===== src/rtl/dip_pkg.sv =====
package dip_pkg;

  typedef enum logic [2:0] {
    CL_INT  = 3'd0,
    CL_FADD = 3'd1,
    CL_FMUL = 3'd2,
    CL_FOTH = 3'd3,
    CL_BR   = 3'd4
  } iclass_e;

  function automatic logic class_is_fp(input logic [2:0] c);
    return (c == CL_FADD) || (c == CL_FMUL) || (c == CL_FOTH);
  endfunction

endpackage


===== src/rtl/dip_class_rules.sv =====
module dip_class_rules
  import dip_pkg::*;
(
  input  logic [2:0] c0,
  input  logic [2:0] c1,
  input  logic       m0,
  input  logic       m1,
  output logic       ok
);
  logic both_fp;
  logic fp_combo_ok;
  logic order_ok;
  logic mem_ok;

  always_comb begin
    both_fp     = class_is_fp(c0) && class_is_fp(c1);
    fp_combo_ok = ((c0 == CL_FADD) && (c1 == CL_FMUL)) ||
                  ((c0 == CL_FMUL) && (c1 == CL_FADD));
    order_ok    = (c0 != CL_BR);
    mem_ok      = !(m0 && m1);
    ok          = order_ok && mem_ok && (!both_fp || fp_combo_ok);
  end
endmodule


===== src/rtl/dip_hazard.sv =====
module dip_hazard #(
  parameter int INT_W  = 5,
  parameter int FP_W   = 3,
  localparam int SPEC_W = INT_W + 2,
  localparam int NSPEC  = 3
) (
  input  logic [SPEC_W-1:0] older_dst,
  input  logic [SPEC_W-1:0] y_src_a,
  input  logic [SPEC_W-1:0] y_src_b,
  input  logic [SPEC_W-1:0] y_dst,
  output logic              conflict
);
  localparam int EN_B = INT_W + 1;
  localparam int FL_B = INT_W;

  logic [SPEC_W-1:0] yspec [NSPEC];
  logic [NSPEC-1:0]  hit;

  assign yspec[0] = y_src_a;
  assign yspec[1] = y_src_b;
  assign yspec[2] = y_dst;

  for (genvar g = 0; g < NSPEC; g++) begin : g_cmp
    logic same_file;
    logic same_idx;
    always_comb begin
      same_file = older_dst[FL_B] == yspec[g][FL_B];
      if (older_dst[FL_B])
        same_idx = older_dst[FP_W-1:0] == yspec[g][FP_W-1:0];
      else
        same_idx = older_dst[INT_W-1:0] == yspec[g][INT_W-1:0];
      hit[g] = older_dst[EN_B] && yspec[g][EN_B] && same_file && same_idx;
    end
  end

  assign conflict = |hit;
endmodule


===== src/rtl/dip_issue_stage.sv =====
module dip_issue_stage #(
  parameter int PAYLOAD_W = 32
) (
  input  logic                 clk,
  input  logic                 rst_n,
  input  logic                 load,
  input  logic                 take0,
  input  logic                 take1,
  input  logic [PAYLOAD_W-1:0] p0,
  input  logic [PAYLOAD_W-1:0] p1,
  output logic                 v0_q,
  output logic [PAYLOAD_W-1:0] p0_q,
  output logic                 v1_q,
  output logic [PAYLOAD_W-1:0] p1_q,
  output logic [1:0]           cnt_q
);
  always_ff @(posedge clk) begin
    if (!rst_n) begin
      v0_q  <= 1'b0;
      v1_q  <= 1'b0;
      cnt_q <= 2'd0;
      p0_q  <= '0;
      p1_q  <= '0;
    end else if (load) begin
      v0_q  <= take0;
      v1_q  <= take1;
      cnt_q <= {1'b0, take0} + {1'b0, take1};
      p0_q  <= p0;
      p1_q  <= p1;
    end
  end
endmodule


===== src/rtl/dual_issue_pairer.sv =====
module dual_issue_pairer #(
  parameter int INT_REGS  = 32,
  parameter int FP_REGS   = 8,
  parameter int PAYLOAD_W = 32,
  localparam int INT_W  = $clog2(INT_REGS),
  localparam int FP_W   = $clog2(FP_REGS),
  localparam int SPEC_W = INT_W + 2
) (
  input  logic                 clk,
  input  logic                 rst_n,
  input  logic                 i0_valid,
  input  logic [2:0]           i0_class,
  input  logic                 i0_mem,
  input  logic [SPEC_W-1:0]    i0_dst,
  input  logic [PAYLOAD_W-1:0] i0_payload,
  input  logic                 i1_valid,
  input  logic [2:0]           i1_class,
  input  logic                 i1_mem,
  input  logic [SPEC_W-1:0]    i1_src_a,
  input  logic [SPEC_W-1:0]    i1_src_b,
  input  logic [SPEC_W-1:0]    i1_dst,
  input  logic [PAYLOAD_W-1:0] i1_payload,
  output logic [1:0]           take_count,
  input  logic                 s0_ready,
  input  logic                 s1_ready,
  output logic                 slot0_valid,
  output logic [PAYLOAD_W-1:0] slot0_payload,
  output logic                 slot1_valid,
  output logic [PAYLOAD_W-1:0] slot1_payload,
  output logic [1:0]           issue_count
);
  logic class_ok;
  logic reg_conflict;
  logic take0;
  logic take1;

  dip_class_rules u_rules (
    .c0 (i0_class),
    .c1 (i1_class),
    .m0 (i0_mem),
    .m1 (i1_mem),
    .ok (class_ok)
  );

  dip_hazard #(.INT_W(INT_W), .FP_W(FP_W)) u_haz (
    .older_dst (i0_dst),
    .y_src_a   (i1_src_a),
    .y_src_b   (i1_src_b),
    .y_dst     (i1_dst),
    .conflict  (reg_conflict)
  );

  always_comb begin
    take0 = s0_ready && i0_valid;
    take1 = take0 && i1_valid && s1_ready && class_ok && !reg_conflict;
    take_count = {1'b0, take0} + {1'b0, take1};
  end

  dip_issue_stage #(.PAYLOAD_W(PAYLOAD_W)) u_stage (
    .clk   (clk),
    .rst_n (rst_n),
    .load  (s0_ready),
    .take0 (take0),
    .take1 (take1),
    .p0    (i0_payload),
    .p1    (i1_payload),
    .v0_q  (slot0_valid),
    .p0_q  (slot0_payload),
    .v1_q  (slot1_valid),
    .p1_q  (slot1_payload),
    .cnt_q (issue_count)
  );
endmodule


===== config.mk =====
export PLATFORM = sky130hd
export DESIGN_NAME = dual_issue_pairer
export DESIGN_NICKNAME = d
export VERILOG_FILES = /design/src/rtl/dip_pkg.sv /design/src/rtl/dip_class_rules.sv /design/src/rtl/dip_hazard.sv /design/src/rtl/dip_issue_stage.sv /design/src/rtl/dual_issue_pairer.sv
export SDC_FILE = /design/constraint.sdc
export NUM_CORES = 1
export LEC_CHECK = 0
export BUFFER_PORTS_ARGS = -buffer_cell sky130_fd_sc_hd__clkbuf_2
export CAP_MARGIN = 20
export CORE_MARGIN = 2
export CORE_UTILIZATION = 48
export CTS_BUF_LIST = sky130_fd_sc_hd__clkbuf_2
export DETAILED_ROUTE_END_ITERATION = 16
export PLACE_DENSITY = 0.88
export SYNTH_ARGS = -nofsm -noshare
export SYNTH_HDL_FRONTEND = slang
export SYNTH_SLANG_ARGS = --single-unit

===== constraint.sdc =====
create_clock -name clk -period 4.8 [get_ports clk]
set_clock_uncertainty 0.15 [all_clocks]
set_input_delay 0.72 -clock clk [delete_from_list [all_inputs] [get_ports clk]]
set_output_delay 0.72 -clock clk [all_outputs]
set_load 0.005 [all_outputs]

==> reports/results.txt <==
Max clock buf depth: 2
FF-to-FF setup slack: 3930 ps
Mapped Nets: 367
Compound-Gate Fraction of Synth Area: 2.98%
Antenna Nets Post-Route: 0
Total number of vias: 2410
CTS Sinks: 68
Setup ws final: 1770 ps
Worst-case reg-to-reg path depth: 2
DR WL/cell: 12.8 um
CTS buffer count: 9
DR iter-0 viols: 43
Mean Syn Cell Area: 11.0 sq um
Post-synthesis register bit count: 68
Nets@finish: 540
HP Class: primary input to flip-flop
Post-synthesis simple-gate area fraction: 18.2%
Worst-margin pin slew: 809 ps
Hold Fails Final Rpt: 0
Max-cap violation count: 0
DR pass1 iterations: 5
# setup viols final: 0
Htree depth: 3
Unrepaired setup endpoints after global routing: false
Clock Tree Root: clkbuf_2
Die ar.: 6580 sq um
Diode count: 0
Setup WS pre-CTS: 1760 ps
Post-route setup TNS: 0 ps
Initial antenna violation count: 0
Crit start category: primary input
Vias/cell: 4.70
Max VDD drop: 236 uV
Post-route DRC: 0
F_max: 0.330 GHz
Placed cells: 497
Adder-Cell Fraction of Synth Area: 0.438%
Post-synth cell types: 26
Crit. Startpoint: i0_dst[0]
Fin crit period: 3030 ps
Register area share after synthesis: 47.7%
Run status: complete, no violations
Worst Setup EP: take_count[0]
Worst Path Max Fanout: 3
Post-Synth XOR/XNOR Area: 4.60%
Post_cts resized: 0
Fin cells: 513
Synthesized instance count: 260
Worst Path Arrival: 2160 ps
P&R area growth vs syn: 37.5%
PwrDens: 311 nW/um^2
CP required: 3930 ps
Rel. slew slack: 46.1%
RePlAce Congestion: 0.731
First-pass GRT wire length: 9580 um
Largest net degree at the start of global routing: 51
CTS hold repair buffers: 0
Starting Density: 48.8%
# rows: 28
Leak: 2.04 nW
Warnings, synthesis: 0
Die W: 81.1 um
DP HPWL: 5100 um
Largest family of logic cells by synthesized area: multiplexers
Cell area after synthesis: 2860 sq um
Max-slew violation count: 0
Fin util: 67.1%
Clock Pin Slew Worst Setup and Hold Paths: 190 ps
Mux contribution to synthesized area: 23.1%
Reg-to-reg startpoint: u_stage.v0_q
Core Footprint: 5850 sq um
GRT Resource Usage Total: 19.1%
Top Ports: 176
Clk Latency, worst-skew pair: 450 ps
Die height: 81.1 um
TritonCTS clock tree: done
CP endpoint kind: output port
Grt total ovfl: 0
RR Endpoint: u_stage.v0_q
Fin crit share: 63.1%
Port Buffers: 175
Post-CTS setup repair buffer count: 0
Vias in the first global route: 2257
CP Class: primary input to output port
Tot Pwr: 1.22 mW
Routed wire length: 6560 um
Share of layout cells above drive strength 1: 44.7%
-- Yosys cell counts, drive strengths merged --
library cell | n | share of area, %
xor2 | 9 | 2.8
or3 | 1 | 0.22
and2 | 1 | 0.22
o41ai | 1 | 0.57
nand4 | 2 | 0.44
ha | 1 | 0.44
inv | 3 | 0.39
xnor2 | 6 | 1.8
nand2 | 4 | 0.53
nand3 | 1 | 0.18
nor4 | 4 | 1.5
o21a | 1 | 0.26
dfxtp | 68 | 48
clkbuf | 7 | 0.92
mux2i | 66 | 23
a21oi | 1 | 0.31
a31oi | 3 | 0.66
buf | 8 | 1.7
nand3b | 1 | 0.26
a22oi | 1 | 0.26
a211o | 3 | 0.92
nor2 | 1 | 0.13
nor2b | 67 | 15
-- cells by family (layout without fill, tap and decap cells) --
family	Yosys count	after routing
buffers and inverters	18	196
muxes	66	66
xor gates and xnor gates	15	15
DFF	68	68
AOI/OAI and AO/OA	10	10
adders and majority gates	1	1
and+or+nand+nor	82	82
-- cell usage in the layout, fill, tap and decap left out, types with 2 or more instances in the layout --
master       n
nor2b_1     67
a31oi_1      3
xor2_1       9
inv_1        3
nand2_1      4
a211o_1      3
clkinv_1     2
nor4_2       3
dfxtp_1     68
xnor2_1      6
clkbuf_2   183
bufinv_16    3
buf_4        3
mux2i_1     66
nand4_1      2
-- state kept, by name (all words and copies together) (netlist names) --
signal	count
u_stage.p1_q	32
u_stage.p0_q	32
u_stage.v0_q	1
u_stage.v1_q	1
u_stage.cnt_q	2
-- metal layers --
layer	global-route usage (%)	share of wire [%]	up-vias	wire length, um
met4	8.31	1.5	0	99
met3	7.89	9.2	11	604
met5	0	0	-	0
met1	19.4	39	1067	2570
met2	34.3	50	106	3290
li1	-	-	1226	-
-- where the power goes --
part,switching [mW],total [mW],internal [mW]
logic,0.0808,0.184,0.103
clock network,0.199,0.422,0.223
registers,0.0168,0.615,0.598
total,0.296,1.22,0.924
-- layout make-up --
| type | instances | area [sq um] |
|---|---|---|
| inverters | 3 | 11.3 |
| clock inverters | 7 | 114 |
| multi-input cells | 174 | 1410 |
| repair buffers | 177 | 893 |
| well taps | 75 | 93.8 |
| fillers | 468 | 1920 |
| flip-flops and latches | 68 | 1360 |
| clock buffers | 9 | 45.0 |
-- how the worst min path moves through the flow --
stage,start,to,depth (start not counted)
floorplan,u_stage.v1_q,u_stage.v1_q,2
detailed placement,u_stage.v1_q,u_stage.v1_q,2
global route,i0_payload[10],u_stage.p0_q[10],3
CTS,i1_payload[30],u_stage.p1_q[30],3
global placement,u_stage.p1_q[1],u_stage.p1_q[1],2
finish,i1_payload[28],u_stage.p1_q[28],3
-- metrics by stage --
step / hold slack (ps) / cell area (sq um)
2_1_floorplan: 335 / 2860
3_3_place_gp: 346 / 3770
3_5_place_dp: 346 / 3770
4_1_cts: 285 / 3930
5_1_grt: 284 / 3930
6_report: 339 / 3930
-- worst max-delay path, stage by stage --
cell	delay, ps
clkbuf_2	120
xor2_1	170
a211o_1	280
nor4_2	320
nor4_1	120
ha_1	320
clkbuf_2	120
(Power assumes the default switching activity.)
